--- src/rtl/tx_host_pkg.sv ---
package tx_host_pkg;

    localparam int CHAR_W = 9;

    typedef logic [CHAR_W-1:0] char_t;

    typedef struct packed {
        logic  valid;
        char_t ch;
    } wr_req_t;

    typedef enum logic [1:0] {
        FL_IDLE,
        FL_CLR_WR,
        FL_CLR_RD,
        FL_HOLD
    } flush_ph_e;

    // Maps between an internal active-high condition and a pin level.
    function automatic logic pin_level(input logic cond, input logic hi_mode);
        return hi_mode ? cond : ~cond;
    endfunction

endpackage

--- src/rtl/tx_host_wr_if.sv ---
module tx_host_wr_if
    import tx_host_pkg::*;
(
    input  logic  clk,
    input  logic  rst,
    input  logic  ext_mode,
    input  logic  host_ce_n,
    input  logic  host_we,
    input  char_t host_data,
    input  logic  block,
    output wr_req_t req,
    output logic  pend,
    output logic  we_act
);
    logic ce_q;
    logic sel;

    assign we_act = pin_level(host_we, ext_mode);
    assign sel    = we_act && ce_q;

    always_ff @(posedge clk) begin
        if (rst) begin
            ce_q <= 1'b0;
            pend <= 1'b0;
        end else begin
            ce_q <= ~host_ce_n;
            pend <= ext_mode && sel && !block;
        end
    end

    always_comb begin
        req.valid = pend || (!ext_mode && sel && !block);
        req.ch    = host_data;
    end
endmodule

--- src/rtl/tx_host_flush_seq.sv ---
module tx_host_flush_seq
    import tx_host_pkg::*;
#(
    parameter int QUAL_CYCLES = 7
) (
    input  logic clk,
    input  logic rst,
    input  logic fifo_en,
    input  logic flush_n,
    input  logic we_act,
    input  logic host_ce_n,
    output logic clr_wr,
    output logic clr_rd,
    output logic busy
);
    localparam int QW = $clog2(QUAL_CYCLES + 1);

    flush_ph_e     ph;
    logic [QW-1:0] run;
    logic          qual;

    assign qual = fifo_en && !flush_n && !we_act && !host_ce_n;

    always_ff @(posedge clk) begin
        if (rst) begin
            ph  <= FL_IDLE;
            run <= '0;
        end else begin
            unique case (ph)
                FL_IDLE: begin
                    if (qual) begin
                        if (run == QW'(QUAL_CYCLES - 1)) begin
                            ph  <= FL_CLR_WR;
                            run <= '0;
                        end else begin
                            run <= run + 1'b1;
                        end
                    end else begin
                        run <= '0;
                    end
                end
                FL_CLR_WR: ph <= FL_CLR_RD;
                FL_CLR_RD: ph <= FL_HOLD;
                FL_HOLD:   if (flush_n) ph <= FL_IDLE;
                default:   ph <= FL_IDLE;
            endcase
        end
    end

    assign clr_wr = (ph == FL_CLR_WR);
    assign clr_rd = (ph == FL_CLR_RD);
    assign busy   = (ph != FL_IDLE);
endmodule

--- src/rtl/tx_host_char_buf.sv ---
module tx_host_char_buf
    import tx_host_pkg::*;
#(
    parameter int    DEPTH     = 16,
    parameter int    SLACK     = 4,
    parameter char_t SYNC_CHAR = 9'h17C
) (
    input  logic    clk,
    input  logic    rst,
    input  logic    fifo_en,
    input  wr_req_t req,
    input  logic    pend,
    input  logic    clr_wr,
    input  logic    clr_rd,
    input  logic    flush_busy,
    input  logic    halt_n,
    input  logic    selftest_n,
    input  logic    char_tick,
    output logic    full_int,
    output logic [$clog2(DEPTH):0] occ,
    output logic    out_valid,
    output char_t   out_char,
    output logic    out_sync
);
    localparam int PTR_W = $clog2(DEPTH);
    localparam int CNT_W = PTR_W + 1;
    localparam logic [CNT_W-1:0] FULL_AT = CNT_W'(DEPTH - SLACK);

    char_t             mem [DEPTH];
    logic [CNT_W-1:0]  wr_ptr, rd_ptr;
    logic              hold_v;
    char_t             hold_d;
    logic              have_data;
    logic              rd_ok;
    logic              push_fifo, push_hold;

    assign occ = wr_ptr - rd_ptr;

    always_comb begin
        if (fifo_en) full_int = flush_busy || ((occ + CNT_W'(pend)) >= FULL_AT);
        else         full_int = hold_v || pend;
    end

    assign have_data = fifo_en ? (occ != '0) : hold_v;
    assign rd_ok     = char_tick && halt_n && selftest_n && !flush_busy && have_data;
    assign push_fifo = req.valid && fifo_en && !flush_busy;
    assign push_hold = req.valid && !fifo_en;

    always_ff @(posedge clk) begin
        if (push_fifo) mem[wr_ptr[PTR_W-1:0]] <= req.ch;
    end

    always_ff @(posedge clk) begin
        if (rst || clr_wr)     wr_ptr <= '0;
        else if (push_fifo)    wr_ptr <= wr_ptr + 1'b1;
    end

    always_ff @(posedge clk) begin
        if (rst || clr_rd)         rd_ptr <= '0;
        else if (rd_ok && fifo_en) rd_ptr <= rd_ptr + 1'b1;
    end

    always_ff @(posedge clk) begin
        if (rst) begin
            hold_v <= 1'b0;
            hold_d <= '0;
        end else if (push_hold) begin
            hold_v <= 1'b1;
            hold_d <= req.ch;
        end else if (rd_ok && !fifo_en) begin
            hold_v <= 1'b0;
        end
    end

    always_ff @(posedge clk) begin
        if (rst) begin
            out_valid <= 1'b0;
            out_char  <= '0;
            out_sync  <= 1'b0;
        end else begin
            out_valid <= char_tick;
            out_sync  <= char_tick && !rd_ok;
            if (char_tick) begin
                if (!rd_ok)       out_char <= SYNC_CHAR;
                else if (fifo_en) out_char <= mem[rd_ptr[PTR_W-1:0]];
                else              out_char <= hold_d;
            end
        end
    end
endmodule

--- src/rtl/tx_host_fifo_if.sv ---
module tx_host_fifo_if
    import tx_host_pkg::*;
#(
    parameter int    DEPTH       = 16,
    parameter int    SLACK       = 4,
    parameter int    QUAL_CYCLES = 7,
    parameter char_t SYNC_CHAR   = 9'h17C
) (
    input  logic       clk,
    input  logic       rst,
    input  logic       ext_mode,
    input  logic       fifo_en,
    input  logic       host_ce_n,
    input  logic       host_we,
    input  logic [8:0] host_data,
    input  logic       flush_n,
    input  logic       halt_n,
    input  logic       selftest_n,
    input  logic       char_tick,
    output logic       full_flag,
    output logic       out_valid,
    output logic [8:0] out_char,
    output logic       out_sync
);
    wr_req_t              req;
    logic                 pend, we_act;
    logic                 clr_wr, clr_rd, flush_busy;
    logic                 full_int;
    logic [$clog2(DEPTH):0] occ;

    tx_host_wr_if u_wr (
        .clk, .rst, .ext_mode, .host_ce_n, .host_we,
        .host_data (host_data),
        .block     (full_int),
        .req, .pend, .we_act
    );

    tx_host_flush_seq #(.QUAL_CYCLES(QUAL_CYCLES)) u_flush (
        .clk, .rst, .fifo_en, .flush_n, .we_act, .host_ce_n,
        .clr_wr, .clr_rd,
        .busy (flush_busy)
    );

    tx_host_char_buf #(.DEPTH(DEPTH), .SLACK(SLACK), .SYNC_CHAR(SYNC_CHAR)) u_buf (
        .clk, .rst, .fifo_en, .req, .pend, .clr_wr, .clr_rd, .flush_busy,
        .halt_n, .selftest_n, .char_tick, .full_int, .occ,
        .out_valid, .out_char, .out_sync
    );

    assign full_flag = pin_level(full_int, ext_mode);
endmodule

--- config.mk ---
export PLATFORM = sky130hd
export DESIGN_NAME = tx_host_fifo_if
export DESIGN_NICKNAME = d
export VERILOG_FILES = /design/src/rtl/tx_host_pkg.sv /design/src/rtl/tx_host_wr_if.sv /design/src/rtl/tx_host_flush_seq.sv /design/src/rtl/tx_host_char_buf.sv /design/src/rtl/tx_host_fifo_if.sv
export SDC_FILE = /design/constraint.sdc
export NUM_CORES = 1
export LEC_CHECK = 0
export ABC_AREA = 1
export BUFFER_PORTS_ARGS = -buffer_cell sky130_fd_sc_hd__buf_2
export CAP_MARGIN = 30
export CORE_ASPECT_RATIO = 1.25
export CORE_MARGIN = 2
export CORE_UTILIZATION = 55
export CTS_CLUSTER_DIAMETER = 200
export CTS_CLUSTER_SIZE = 14
export DETAILED_ROUTE_END_ITERATION = 7
export PLACE_DENSITY_LB_ADDON = 0.25
export SKIP_CTS_REPAIR_TIMING = 1
export SYNTH_ARGS = -nofsm -noshare
export SYNTH_HDL_FRONTEND = slang
export SYNTH_SLANG_ARGS = --single-unit
--- constraint.sdc ---
create_clock -name clk -period 3.65 [get_ports clk]
set_input_delay 0.73 -clock clk [delete_from_list [all_inputs] [get_ports clk]]
set_output_delay 0.73 -clock clk [all_outputs]
set_load 0.01 [all_outputs]
==> impl_metrics.prom <==
# TYPE chip_impl_metric gauge
chip_impl_info{name="run_status",value="complete, no violations"} 1
chip_impl_metric{name="antenna_cells",unit=""} 0
chip_impl_metric{name="report.final.setup_viol",unit=""} 0
chip_impl_info{name="startpoint",value="u_buf.wr_ptr[0]$_SDFFE_PP0P_"} 1
chip_impl_metric{name="synth_top_area_share",unit="%"} 55.5
chip_impl_metric{name="power.share.sequential",unit="%"} 54.0
chip_impl_metric{name="height_of_the_chip",unit="µm"} 137
chip_impl_metric{name="rows",unit=""} 48
chip_impl_metric{name="power.net_switching",unit="mW"} 0.951
chip_impl_metric{name="place_congestion",unit=""} 0.917
chip_impl_info{name="worstHoldPathType",value="input pin to register"} 1
chip_impl_info{name="topRoutingLayerUsed",value="met4"} 1
chip_impl_metric{name="dr.first_iter.drc_count",unit=""} 615
chip_impl_metric{name="viasPerCell",unit=""} 6.17
chip_impl_metric{name="tightest_slew",unit="ns"} 0.803
chip_impl_metric{name="ir_worst_vdd",unit="µV"} 354
chip_impl_metric{name="multi_input_area",unit="µm²"} 2310
chip_impl_info{name="synth_area_leader_cell",value="sky130_fd_sc_hd__edfxtp_1"} 1
chip_impl_metric{name="yosysSeqAreaShare",unit="%"} 66.3
chip_impl_metric{name="placedInstanceArea",unit="µm²"} 8160
chip_impl_metric{name="syn_area",unit="µm²"} 7790
chip_impl_info{name="most_frequent_cells_in_the_layout",value="sky130_fd_sc_hd__edfxtp_1 (144), sky130_fd_sc_hd__nand2_1 (84), sky130_fd_sc_hd__nor2_1 (70), sky130_fd_sc_hd__o21ai_0 (68), sky130_fd_sc_hd__nand3_1 (55)"} 1
chip_impl_metric{name="hpwlAfterDp",unit="µm"} 13100
chip_impl_metric{name="power-per-cell-area",unit="nW/µm²"} 488
chip_impl_metric{name="power.static_leakage",unit="nW"} 3.10
chip_impl_metric{name="syn-instance-count",unit=""} 695
chip_impl_info{name="synth.area.top_cells",value="sky130_fd_sc_hd__edfxtp_1 (55%), sky130_fd_sc_hd__dfxtp_1 (11%), sky130_fd_sc_hd__o21ai_0 (4.4%)"} 1
chip_impl_metric{name="antenna_found_initial",unit=""} 0
chip_impl_metric{name="clock.fmax",unit="MHz"} 293
chip_impl_metric{name="fin_crit",unit="ns"} 3.41
chip_impl_metric{name="layout.cell_area.non_filler",unit="µm²"} 8770
chip_impl_info{name="most_common_library_cell_in_the_layout_ignoring_fill_and_taps",value="sky130_fd_sc_hd__edfxtp_1"} 1
chip_impl_info{name="synth_flop_cell",value="sky130_fd_sc_hd__edfxtp_1"} 1
chip_impl_metric{name="postSynth.asyncResetShare",unit="%"} 0
chip_impl_metric{name="die_x",unit="µm"} 110
chip_impl_metric{name="insertion_delay",unit="ns"} 0.43
chip_impl_metric{name="nFillCells",unit=""} 1085
chip_impl_info{name="crit-reg2reg-launch",value="u_buf.wr_ptr[0]$_SDFFE_PP0P_"} 1
chip_impl_metric{name="tns",unit="ns"} 0
chip_impl_info{name="unrepaired_setup_endpoints_after_global_routing",value="no"} 1
chip_impl_metric{name="max_cap_viol_count",unit=""} 0
chip_impl_metric{name="ant_nets",unit=""} 0
chip_impl_metric{name="detail_route.wirelength.met1",unit="µm"} 7450
chip_impl_metric{name="timing.final.hold_violations",unit=""} 0
chip_impl_metric{name="critPathMaxFanout",unit=""} 5
chip_impl_metric{name="initial_utilization",unit="%"} 56.4
chip_impl_metric{name="num-nets-final",unit=""} 767
chip_impl_info{name="tritoncts",value="done"} 1
chip_impl_metric{name="p_int",unit="mW"} 3.33
chip_impl_metric{name="placeable_core_region",unit="µm²"} 13800
chip_impl_metric{name="synth_cell_types",unit=""} 38
chip_impl_metric{name="drt_pre_antenna_iters",unit=""} 6
chip_impl_metric{name="grt_pass1_vias",unit=""} 5462
chip_impl_metric{name="finalCritPeriodShare",unit="%"} 93.4
chip_impl_metric{name="sequential_cell_area",unit="µm²"} 5170
chip_impl_metric{name="numClockSinks",unit=""} 186
chip_impl_metric{name="switching_share",unit="%"} 22.2
chip_impl_info{name="hold_path_startpoint",value="host_ce_n"} 1
chip_impl_metric{name="worstPathArrival",unit="ns"} 2.68
chip_impl_metric{name="met2WireLength",unit="µm"} 10100
chip_impl_metric{name="timing.slew.headroom",unit="%"} 46.4
chip_impl_info{name="setup_cp_type",value="register to primary output"} 1
chip_impl_metric{name="hold_slack",unit="ns"} 0.459
chip_impl_metric{name="avgSynthCellArea",unit="µm²"} 11.2
chip_impl_metric{name="cts.htree.levels",unit=""} 4
chip_impl_metric{name="synth_edf_count",unit=""} 144
chip_impl_metric{name="wl",unit="µm"} 19900
chip_impl_metric{name="i_o_pins",unit=""} 31
chip_impl_metric{name="grt_util_all_layers",unit="%"} 27.0
chip_impl_metric{name="synthesis.nets",unit=""} 730
chip_impl_metric{name="report.final.slew_viol_count",unit=""} 0
chip_impl_metric{name="drt_drc_violations_left",unit=""} 0
chip_impl_metric{name="clk_transition_reported_paths",unit="ns"} 0.07
chip_impl_info{name="timing.critical_path.from_type",value="register"} 1
chip_impl_metric{name="grt_first_pass_wirelength",unit="µm"} 30000
chip_impl_metric{name="detailroute.via_count",unit=""} 5673
chip_impl_info{name="crit_path_end_kind",value="primary output"} 1
chip_impl_metric{name="yosysWarnings",unit=""} 0
chip_impl_metric{name="met3_wirelength",unit="µm"} 1350
chip_impl_metric{name="post_route_cells_drive_above_1_share",unit="%"} 13.4
chip_impl_metric{name="grt_start_max_net_pins",unit=""} 73
chip_impl_metric{name="die_area",unit="µm²"} 15100
chip_impl_metric{name="areaGrowthSynthToFinish",unit="%"} 12.6
chip_impl_metric{name="power_frac_clock",unit="%"} 41.0
chip_impl_metric{name="clock_tree.buffer_depth",unit=""} 2
chip_impl_info{name="cts.root.buffer_cell",value="sky130_fd_sc_hd__clkbuf_16"} 1
chip_impl_metric{name="wl_per_cell",unit="µm"} 21.6
chip_impl_metric{name="numPortBuffers",unit=""} 30
chip_impl_metric{name="worstPathRequired",unit="ns"} 2.92
chip_impl_metric{name="share_comb_of_total_power",unit="%"} 5.0
chip_impl_metric{name="fin_worst_skew",unit="ns"} 0.0111
chip_impl_metric{name="grt_overflow",unit=""} 0
chip_impl_metric{name="cts_bufs_inserted",unit=""} 17
chip_impl_metric{name="synth-seq-cells",unit=""} 186
## synth_stat cells, types with 2 or more instances
library cell,number
sky130_fd_sc_hd__buf_2,2
sky130_fd_sc_hd__buf_1,2
sky130_fd_sc_hd__nand4_1,2
sky130_fd_sc_hd__xor2_1,4
sky130_fd_sc_hd__o221ai_1,18
sky130_fd_sc_hd__ha_1,15
sky130_fd_sc_hd__nor2_1,70
sky130_fd_sc_hd__edfxtp_1,144
sky130_fd_sc_hd__nand3b_1,2
sky130_fd_sc_hd__nand3_1,55
sky130_fd_sc_hd__a21oi_1,44
sky130_fd_sc_hd__o211ai_1,15
sky130_fd_sc_hd__nand2_2,6
sky130_fd_sc_hd__clkinv_1,2
sky130_fd_sc_hd__a32o_1,2
sky130_fd_sc_hd__buf_6,3
sky130_fd_sc_hd__o22ai_1,10
sky130_fd_sc_hd__nor3_1,19
sky130_fd_sc_hd__o21ai_0,68
sky130_fd_sc_hd__o311ai_0,2
sky130_fd_sc_hd__a31oi_1,3
sky130_fd_sc_hd__dfxtp_1,42
sky130_fd_sc_hd__nand2_1,84
sky130_fd_sc_hd__clkbuf_1,26
sky130_fd_sc_hd__a22oi_1,2
sky130_fd_sc_hd__inv_1,40
sky130_fd_sc_hd__nand2_4,2
## kinds of logic (layout without fill, tap and decap cells)
kind of cell,after synthesis,in the layout,share of synthesized area [%]
and+or+nand+nor,244,244,13.7
adders and majority gates,16,16,2.67
AOI/OAI and AO/OA,167,167,12.7
DFF,186,186,66.3
buffers and inverters,77,127,4.05
xor gates and xnor gates,5,5,0.562
## per-layer routing
layer	GRT usage, %	vias up
met4	14.7	0
met2	47.0	273
met5	0	-
met1	31.9	2725
li1	-	2600
met3	5.23	75
## final timing paths
| path | end | slack, ns | depth (start not counted) |
|---|---|---|---|
| setup / recovery | full_flag | 0.24 | 14 |
| hold / removal | u_wr.ce_q$_SDFF_PP0_ | 0.46 | 2 |
| setup reg to reg | u_buf.mem[10][4]$_DFFE_PP_ | 0.44 | 18 |
| hold reg to reg | u_buf.hold_d[4]$_SDFFE_PP0P_ | 0.47 | 2 |
## metrics by stage
step	setup WS, ns	utilization [%]	std cells	total power, mW
after detailed placement	0.411	59.1	886	2.57
final	0.241	63.5	920	4.28
after CTS	0.0454	63.2	918	4.30
after global routing	0.0280	63.5	920	4.42
after floorplan	0.318	-	695	2.47
after global placement	0.500	59.1	886	2.56
## power by group through the flow
stage                     sequential (mW)  clock, mW  combinational, mW
after detailed placement             2.36          0              0.211
after global placement               2.36          0              0.204
after CTS                            2.31       1.78              0.212
after global routing                 2.31       1.87              0.234
after floorplan                      2.36          0              0.110
final                                2.31       1.76              0.216
## area by class of cell
type                            instances  area share [%]
Multi-Input combinational cell        432            26.4
Tap cell                              175            2.50
Inverter                               43            1.84
Timing Repair Buffer                   52            3.82
Clock buffer                           21            5.62
Sequential cell                       186            58.9
Clock inverter                         11           0.913
## critical path, stage by stage (launching register included)
cell                      delay (ns)
sky130_fd_sc_hd__dfxtp_4        0.37
sky130_fd_sc_hd__inv_2          0.06
sky130_fd_sc_hd__ha_2           0.18
sky130_fd_sc_hd__fa_1           0.56
sky130_fd_sc_hd__inv_1          0.06
sky130_fd_sc_hd__ha_1           0.23
sky130_fd_sc_hd__inv_2          0.08
sky130_fd_sc_hd__nor2_4         0.04
sky130_fd_sc_hd__nand3_1        0.07
sky130_fd_sc_hd__nand2_1        0.05
sky130_fd_sc_hd__nand2_1        0.06
sky130_fd_sc_hd__nand3_1        0.08
sky130_fd_sc_hd__nand2_2        0.11
sky130_fd_sc_hd__xor2_1         0.16
sky130_fd_sc_hd__buf_2          0.15
## state kept, by name, summed over array words and instances, names as in the netlist, 2 cells and up, named ones only
signal	flops
u_buf.hold_d	9
u_buf.mem	144
u_buf.out_char	9
u_buf.rd_ptr	5
u_buf.wr_ptr	5
u_flush.ph	2
u_flush.run	3
(Power assumes the default switching activity.)
